### config.mk
export PLATFORM = sky130hd
export DESIGN_NAME = hub_boot_seq
export DESIGN_NICKNAME = d
export VERILOG_FILES = /design/src/rtl/hub_boot_pkg.sv /design/src/rtl/hub_boot_dp.sv /design/src/rtl/hub_boot_ctrl.sv /design/src/rtl/hub_boot_seq.sv
export SDC_FILE = /design/constraint.sdc
export NUM_CORES = 1
export LEC_CHECK = 0
export ABC_CLOCK_PERIOD_IN_PS = 2900
export BUFFER_PORTS_ARGS = -buffer_cell sky130_fd_sc_hd__buf_2
export CORE_AREA = 2 2 46 48
export CTS_CLUSTER_SIZE = 8
export DETAILED_ROUTE_END_ITERATION = 8
export DIE_AREA = 0 0 48 50
export GPL_TIMING_DRIVEN = 0
export PLACE_DENSITY = 0.7
export SLEW_MARGIN = 10
export SYNTH_ARGS = -nofsm -noshare
export SYNTH_HDL_FRONTEND = slang
export SYNTH_SLANG_ARGS = --single-unit
### constraint.sdc
create_clock -name clk -period 2.9 [get_ports clk]
set_input_delay 0.29 -clock clk [delete_from_list [all_inputs] [get_ports clk]]
set_output_delay 0.29 -clock clk [all_outputs]
set_load 0.01 [all_outputs]
### src/rtl/hub_boot_pkg.sv
package hub_boot_pkg;

  typedef enum logic [3:0] {
    STG_STANDBY = 4'd0,
    STG_HWINIT  = 4'd1,
    STG_SWINIT  = 4'd2,
    STG_PROBE   = 4'd3,
    STG_SOCCFG  = 4'd4,
    STG_CONFIG  = 4'd5,
    STG_IDLE    = 4'd6,
    STG_SUSPEND = 4'd7,
    STG_CHGDET  = 4'd8,
    STG_CONNECT = 4'd9
  } stage_t;

  localparam int NUM_STAGES = 10;

  typedef struct packed {
    logic latchStrap;
    logic clrProbe;
    logic runProbe;
  } dpStrobe_t;

endpackage

### src/rtl/hub_boot_dp.sv
module hub_boot_dp
  import hub_boot_pkg::*;
#(
  parameter int PROBE_CYCLES = 16,
  parameter logic [1:0] ROM_STRAP = 2'b01
) (
  input  logic      clk,
  input  logic      rstN,
  input  dpStrobe_t stb,
  input  logic [1:0] cfgSel,
  input  logic      sdaIn,
  input  logic      sclIn,
  output logic      probeDone,
  output logic      busSeen,
  output logic      strapRom
);
  localparam int CNT_W = $clog2(PROBE_CYCLES + 1);
  localparam logic [CNT_W-1:0] LAST_CNT = CNT_W'(PROBE_CYCLES - 1);

  logic [1:0]       strapQ;
  logic [CNT_W-1:0] probeCnt;

  always_ff @(posedge clk or negedge rstN) begin
    if (!rstN) begin
      strapQ <= 2'b00;
    end else if (stb.latchStrap) begin
      strapQ <= cfgSel;
    end
  end

  always_ff @(posedge clk or negedge rstN) begin
    if (!rstN) begin
      probeCnt <= '0;
    end else if (stb.clrProbe) begin
      probeCnt <= '0;
    end else if (stb.runProbe && probeCnt != LAST_CNT) begin
      probeCnt <= probeCnt + 1'b1;
    end
  end

  assign probeDone = (probeCnt == LAST_CNT);
  assign busSeen   = sdaIn & sclIn;
  assign strapRom  = (strapQ == ROM_STRAP);

  AST_STRAP_FROZEN: assert property (@(posedge clk) disable iff (!rstN)
    !stb.latchStrap |=> $stable(strapQ)) else $error("strap moved");

  AST_PROBE_RANGE: assert property (@(posedge clk) disable iff (!rstN)
    probeCnt <= LAST_CNT) else $error("probe count overrun");

endmodule

### src/rtl/hub_boot_ctrl.sv
module hub_boot_ctrl
  import hub_boot_pkg::*;
#(
  parameter int ADDR_W = 8,
  parameter logic [ADDR_W-1:0] END_ADDR = 8'hFF
) (
  input  logic              clk,
  input  logic              rstN,
  input  logic              regGood,
  input  logic              pllLock,
  input  logic              refClkOk,
  input  logic              regWrEn,
  input  logic [ADDR_W-1:0] regAddr,
  input  logic              mergeDone,
  input  logic              vbusOn,
  input  logic              chgEnable,
  input  logic              probeDone,
  input  logic              busSeen,
  input  logic              strapRom,
  output stage_t            stage,
  output dpStrobe_t         stb
);
  stage_t stageNext;
  logic   hwReady;
  logic   endWrite;

  assign hwReady  = regGood & pllLock & refClkOk;
  assign endWrite = regWrEn && (regAddr == END_ADDR);

  always_comb begin
    stageNext = stage;
    unique case (stage)
      STG_STANDBY: stageNext = STG_HWINIT;
      STG_HWINIT:  if (hwReady) stageNext = STG_SWINIT;
      STG_SWINIT:  stageNext = strapRom ? STG_CONFIG : STG_PROBE;
      STG_PROBE:   if (probeDone) stageNext = busSeen ? STG_SOCCFG : STG_CONFIG;
      STG_SOCCFG:  if (endWrite) stageNext = STG_CONFIG;
      STG_CONFIG: begin
        if (mergeDone) begin
          if (!vbusOn)        stageNext = STG_IDLE;
          else if (chgEnable) stageNext = STG_CHGDET;
          else                stageNext = STG_CONNECT;
        end
      end
      STG_IDLE:    stageNext = STG_SUSPEND;
      STG_SUSPEND: if (vbusOn) stageNext = chgEnable ? STG_CHGDET : STG_CONNECT;
      STG_CHGDET:  stageNext = STG_CHGDET;
      STG_CONNECT: stageNext = STG_CONNECT;
      default:     stageNext = STG_STANDBY;
    endcase
  end

  always_ff @(posedge clk or negedge rstN) begin
    if (!rstN) stage <= STG_STANDBY;
    else       stage <= stageNext;
  end

  always_comb begin
    stb.latchStrap = (stage == STG_HWINIT);
    stb.clrProbe   = (stage == STG_SWINIT);
    stb.runProbe   = (stage == STG_PROBE);
  end

  AST_HW_WAIT: assert property (@(posedge clk) disable iff (!rstN)
    (stage == STG_HWINIT && !hwReady) |=> stage == STG_HWINIT) else $error("hw-init left early");

  AST_PROBE_HOLD: assert property (@(posedge clk) disable iff (!rstN)
    (stage == STG_PROBE && !probeDone) |=> stage == STG_PROBE) else $error("probe cut short");

  AST_SOC_HOLD: assert property (@(posedge clk) disable iff (!rstN)
    (stage == STG_SOCCFG && !endWrite) |=> stage == STG_SOCCFG) else $error("soc session left");

  AST_CFG_HOLD: assert property (@(posedge clk) disable iff (!rstN)
    (stage == STG_CONFIG && !mergeDone) |=> stage == STG_CONFIG) else $error("config left early");

  AST_SUSPEND_HOLD: assert property (@(posedge clk) disable iff (!rstN)
    (stage == STG_SUSPEND && !vbusOn) |=> stage == STG_SUSPEND) else $error("suspend left");

endmodule

### src/rtl/hub_boot_seq.sv
module hub_boot_seq
  import hub_boot_pkg::*;
#(
  parameter int ADDR_W = 8,
  parameter logic [ADDR_W-1:0] END_ADDR = 8'hFF,
  parameter int PROBE_CYCLES = 16,
  parameter logic [1:0] ROM_STRAP = 2'b01
) (
  input  logic              clk,
  input  logic              rstN,
  input  logic              regGood,
  input  logic              pllLock,
  input  logic              refClkOk,
  input  logic [1:0]        cfgSel,
  input  logic              sdaIn,
  input  logic              sclIn,
  input  logic              regWrEn,
  input  logic [ADDR_W-1:0] regAddr,
  input  logic              mergeDone,
  input  logic              vbusOn,
  input  logic              chgEnable,
  output logic [NUM_STAGES-1:0] stageOneHot,
  output logic              pullDownEn,
  output logic              romLoadReq,
  output logic              regAccessOk
);
  stage_t    stage;
  dpStrobe_t stb;
  logic      probeDone;
  logic      busSeen;
  logic      strapRom;

  hub_boot_ctrl #(.ADDR_W(ADDR_W), .END_ADDR(END_ADDR)) u_ctrl (
    .clk(clk), .rstN(rstN), .regGood(regGood), .pllLock(pllLock),
    .refClkOk(refClkOk), .regWrEn(regWrEn), .regAddr(regAddr),
    .mergeDone(mergeDone), .vbusOn(vbusOn), .chgEnable(chgEnable),
    .probeDone(probeDone), .busSeen(busSeen), .strapRom(strapRom),
    .stage(stage), .stb(stb)
  );

  hub_boot_dp #(.PROBE_CYCLES(PROBE_CYCLES), .ROM_STRAP(ROM_STRAP)) u_dp (
    .clk(clk), .rstN(rstN), .stb(stb), .cfgSel(cfgSel),
    .sdaIn(sdaIn), .sclIn(sclIn), .probeDone(probeDone),
    .busSeen(busSeen), .strapRom(strapRom)
  );

  for (genvar g = 0; g < NUM_STAGES; g++) begin : g_onehot
    assign stageOneHot[g] = (stage == stage_t'(g));
  end

  assign pullDownEn  = (stage == STG_PROBE);
  assign regAccessOk = (stage == STG_SOCCFG);
  assign romLoadReq  = (stage == STG_CONFIG) && strapRom;

  AST_ONE_STAGE: assert property (@(posedge clk) disable iff (!rstN)
    $onehot(stageOneHot)) else $error("stage not one-hot");

  AST_PD_ENDS: assert property (@(posedge clk) disable iff (!rstN)
    (pullDownEn && probeDone) |=> !pullDownEn) else $error("pull-downs held");

  AST_ROM_NO_PROBE: assert property (@(posedge clk) disable iff (!rstN)
    romLoadReq |-> !$past(pullDownEn)) else $error("rom after probe");

endmodule

======== Word-level counts from Yosys, hierarchy flattened ========
Cells that the tools add are included.
storage, ports and cells
  latch bits .............................. 0
  memory bits (read-only) ................. 0
  RAM bits ................................ 0
  output and inout port bits .............. 13
  memories ................................ 0
  register bits after elaboration ......... 11
cells by class
  reduce and logical (&&, ||, !) cells .... 6
  shifts and indexed selects .............. 0
  add/sub/neg operators ................... 1
  div/mod/pow operators ................... 0
  multiply operators ...................... 0
  magnitude comparators ................... 0
  eq/ne operators ......................... 18
  muxes and demuxes ....................... 12
  bitwise operators ....................... 3
operator list
  cell                   count
  $pmux W4 S10           1
  $mux W4                6
  $eq A4 B3 Y1 const B   4
  $mux W5                2
  $eq A4 B2 Y1 const B   2
  $eq A4 B4 Y1 const B   2
  $eq A8 B8 Y1 const B   1
  $ne A2 B1 Y1 const B   3
  $add A5 B1 Y5 const B  1
  $eq A5 B4 Y1 const B   1
  $ne A5 B4 Y1 const B   1
  $reduce_and A5 Y1      1
  $eq A4 B1 Y1 const B   1
  $logic_not A4 Y1       1
  $ne A2 B2 Y1 const B   2
  $and A1 B1 Y1          3
  $logic_and A1 B1 Y1    3
  $mux W3                1
  $eq A2 B1 Y1 const B   1
  $mux W1                2
  $reduce_bool A2 Y1     1

======== Logic depth before layout (Yosys ltp) ========
  depth after elaboration ................. 4
  depth in mapped cells ................... 7
  depth with buffers taken out ............ 7

======== Hierarchy ========
A second synthesis with hierarchy kept.
second synthesis, totals
  cells, all modules ...................... 95
  area, all modules ....................... 833.3 um^2
modules (own cells, without submodules)
  module         instances  area an instance (um^2)  cells each  seq. area each (um^2)
  hub_boot_ctrl  1          367.9                    45          100.1
  hub_boot_dp    1          346.6                    31          175.2
  hub_boot_seq   1          118.9                    19          0.0

======== Worst setup path before layout ========
Ideal clock, no wire load.
  path type ............................... register -> register
  from .................................... register u_dp.probeCnt[0]
  to ...................................... register u_ctrl.stage[2]
  slack ................................... 1.089 ns
  buffers on the path ..................... 0
  stages on the path, launching flop included .. 8
  arrival time ............................ 1.707 ns
  setup time .............................. 0.104 ns
  cells stage by stage .................... dfrtp_1 ha_1 and3_1 ha_1 nor2b_1 a2111oi_2 or3_4 o41ai_2
between the ends
  longest elaborated chain between the ends .. 3
ends and longest elaborated chain
  element                      RTL line             RTL
  start: declaration           hub_boot_dp.sv:21    logic [CNT_W-1:0] probeCnt;
  start signal: assignment     hub_boot_dp.sv:37    probeCnt <= probeCnt + 1'b1;
  $eq A5 B4 Y1                 hub_boot_dp.sv:41    assign probeDone = (probeCnt == LAST_CNT);
  $ne A2 B1 Y1 (no line)       --
  $reduce_and A5 Y1 (no line)  --
  end signal: assignment       hub_boot_ctrl.sv:55  else stage <= stageNext;
  end: declaration             hub_boot_ctrl.sv:20  output stage_t stage,
No other way between the ends.
A chain may end at the register's enable or synchronous reset.

======== Worst setup path in the final report ========
Ends and elaborated chain as after synthesis.

==> metrics.cfg <==
[run_status]
status = finished clean

[grt]
grt_pass1_vias = 769
antenna_found_initial = 0
grtUsageTotal_pct = 17.8
grt_max_degree = 12
grt_overflow = 0
grt_pass1_wl_mm = 3.07

[timing]
finalMaxSlewViolations = 0
worstMarginPinSlew_ns = 0.466
hold_viol = 0
slew_headroom_pct = 68.5
setup-tns-final_ns = 0
setup_violations = 0
clock_skew_ns = 0.00709
final.min_clock_period_ns = 1.97
max_freq_mhz = 508
rsz0062_at_grt = false
min_period_over_period_pct = 67.8

[die]
die_h_um = 50
io_pins = 34
die-area_sq_mm = 0.00240
row_count = 16
initial_utilization_pct = 42.2
core-area_sq_mm = 0.00190
die_w_um = 48

[clocking]
htree_levels = 1
cts_root_buf = clkbuf_4
clock_latency_ns = 0.27
cts_buffers = 3
cts_setup_buffers = 0
cts_tree = yes
cts_sinks = 11
clkSlewWorstSetupHoldPaths_ns = 0.08
clk_path_buf_depth = 2

[pwr]
leakagePower_nw = 0.530
fin_total_pwr_mw = 1.02
powerDensity_mw_per_mm2 = 986
ir_drop_v = 0.000445

[yosys]
synth-async-reset-ratio_pct = 100
synth_top_area_cell = dfrtp_1
synth.distinct_cells = 41
syn_area_per_cell_sq_um = 8.83
synth_area_sq_um = 803
ys.warnings.count = 0
synthTopCellsByArea = dfrtp_1, nand2_1, nand2b_1, nor2_1, inv_1
synth_top_flop_cell = dfrtp_1
synth_top_area_share_pct = 34.3
synth_fp_nets = 114
synth-seq-cells = 11
synth_edf_count = 0
ys_seq_area_share_pct = 34.3
synthCells = 91

[final_layout]
regArea_sq_um = 275
multi_input_area_sq_um = 469
num_antenna_cells = 0
postLayoutCoreUtil_pct = 54.6
nFillCells = 177
final_common_cell = buf_2
drive_gt1_share_pct = 38.0
final_cell_mix = buf_2, dfrtp_1, nand2_1
nets = 153
syn_to_final_growth_pct = 29.3

[run]
maxCapViolations = 0

[critical_path]
cp-end-kind = flip-flop
crit_fanout = 4
critPathKind = reg -> reg
critPathArrivalTime_ns = 2.13
rr_worst_depth = 7
cp-start-kind = flip-flop
crit_required_ns = 3.07

[route]
vias = 797
wirelength_mm = 1.83
vias_per_cell = 5.11
drt-wirelength-per-cell_um = 11.8
first_pass_iters = 6
drcViolationCount = 0
drtIter0Drc = 9
ant_nets = 0

[place]
port_buffers = 33
gp_congestion = 0.800
hpwlAfterDp_mm = 1.44

[worst_hold_path]
hold_path.class = in -> reg
whs_path_depth = 2

-- Yosys cell counts, types with 2 or more instances --
cell type   n
inv_1       7
mux2i_1     2
xor2_1      2
nand2b_1    5
clkbuf_1    2
nor2_1      8
nand3_1     4
o21ai_0     3
a21oi_1     3
buf_2       2
mux2_2      2
buf_4       2
and3_1      2
ha_1        2
dfrtp_1    11
nand2_1     9
-- final timing paths --
| check | start | endpoint | slack, ns |
|---|---|---|---|
| worst min register to register | u_dp.strapQ[0]$_DFFE_PN0N_ | u_dp.strapQ[0]$_DFFE_PN0N_ | 0.51 |
| worst max-delay path | u_dp.probeCnt[0]$_DFFE_PN0P_ | u_ctrl.stage[2]$_DFFE_PN0P_ | 0.93 |
| min in group asynchronous | rstN | u_ctrl.stage[2]$_DFFE_PN0P_ | 0.42 |
| worst max register to register | u_dp.probeCnt[0]$_DFFE_PN0P_ | u_ctrl.stage[2]$_DFFE_PN0P_ | 0.93 |
| worst min-delay path | cfgSel[1] | u_dp.strapQ[1]$_DFFE_PN0N_ | 0.26 |
| max in group asynchronous | rstN | u_ctrl.stage[3]$_DFFE_PN0P_ | 2.27 |
-- metal layers --
metal	vias up	part of all wire, %	global-route usage (%)
met2	29	47	29.1
li1	399	-	-
met3	6	6.1	3.30
met5	-	0	0
met1	363	44	22.0
met4	0	2.5	7.21
-- stage by stage --
stage	hold WS [ns]	setup WS, ns	cells	instance area [sq um]
after global placement	0.163	0.954	151	1000
after CTS	0.261	0.898	156	1040
after floorplan	-0.00559	1.09	91	803
after global routing	0.261	0.755	156	1040
final	0.258	0.933	156	1040
after detailed placement	0.174	0.929	151	1000
-- registers in the layout, summed over array words and instances (netlist names) --
name / flops
u_ctrl.stage: 4
u_dp.probeCnt: 5
u_dp.strapQ: 2
-- logic make-up (layout without fill, tap and decap cells) --
| logic type | count (synthesis) | after routing | share of synthesized area [%] |
|---|---|---|---|
| adders and majority gates | 2 | 2 | 3.11 |
| DFF | 11 | 11 | 34.3 |
| AOI/OAI and AO/OA | 17 | 17 | 16.8 |
| buffers and inverters | 13 | 51 | 7.32 |
| muxes | 4 | 4 | 5.30 |
| xor gates and xnor gates | 3 | 3 | 3.27 |
| and+or+nand+nor | 41 | 41 | 29.9 |
-- final cells by class --
type / instances / area share [%]
clock buffers: 4 / 2.53
repair buffers: 34 / 16.9
well taps: 27 / 3.25
flip-flops and latches: 11 / 26.5
inverters: 7 / 2.53
multi-input cells: 67 / 45.2
plain buffers: 6 / 3.13
-- what timing repair did --
action / in CTS / in global routing
resized for setup: 0 / 0
endpoints found under the hold margin: 11 / 0
hold buffers: 1 / 0
-- power breakdown --
group / internal [mW] / total [mW] / switching [mW]
logic: 0.296 / 0.627 / 0.331
clock network: 0.0532 / 0.105 / 0.0522
registers: 0.226 / 0.292 / 0.0655
total: 0.575 / 1.02 / 0.449
-- worst max-delay path: stages, from the launching register on --
cell and delay (ns):
dfrtp_1 0.38, ha_1 0.17, and3_1 0.16, ha_1 0.16, nor2b_1 0.16, a2111oi_2 0.08, or3_4 0.44, o41ai_2 0.33
Power figures use the tool's default switching activity.
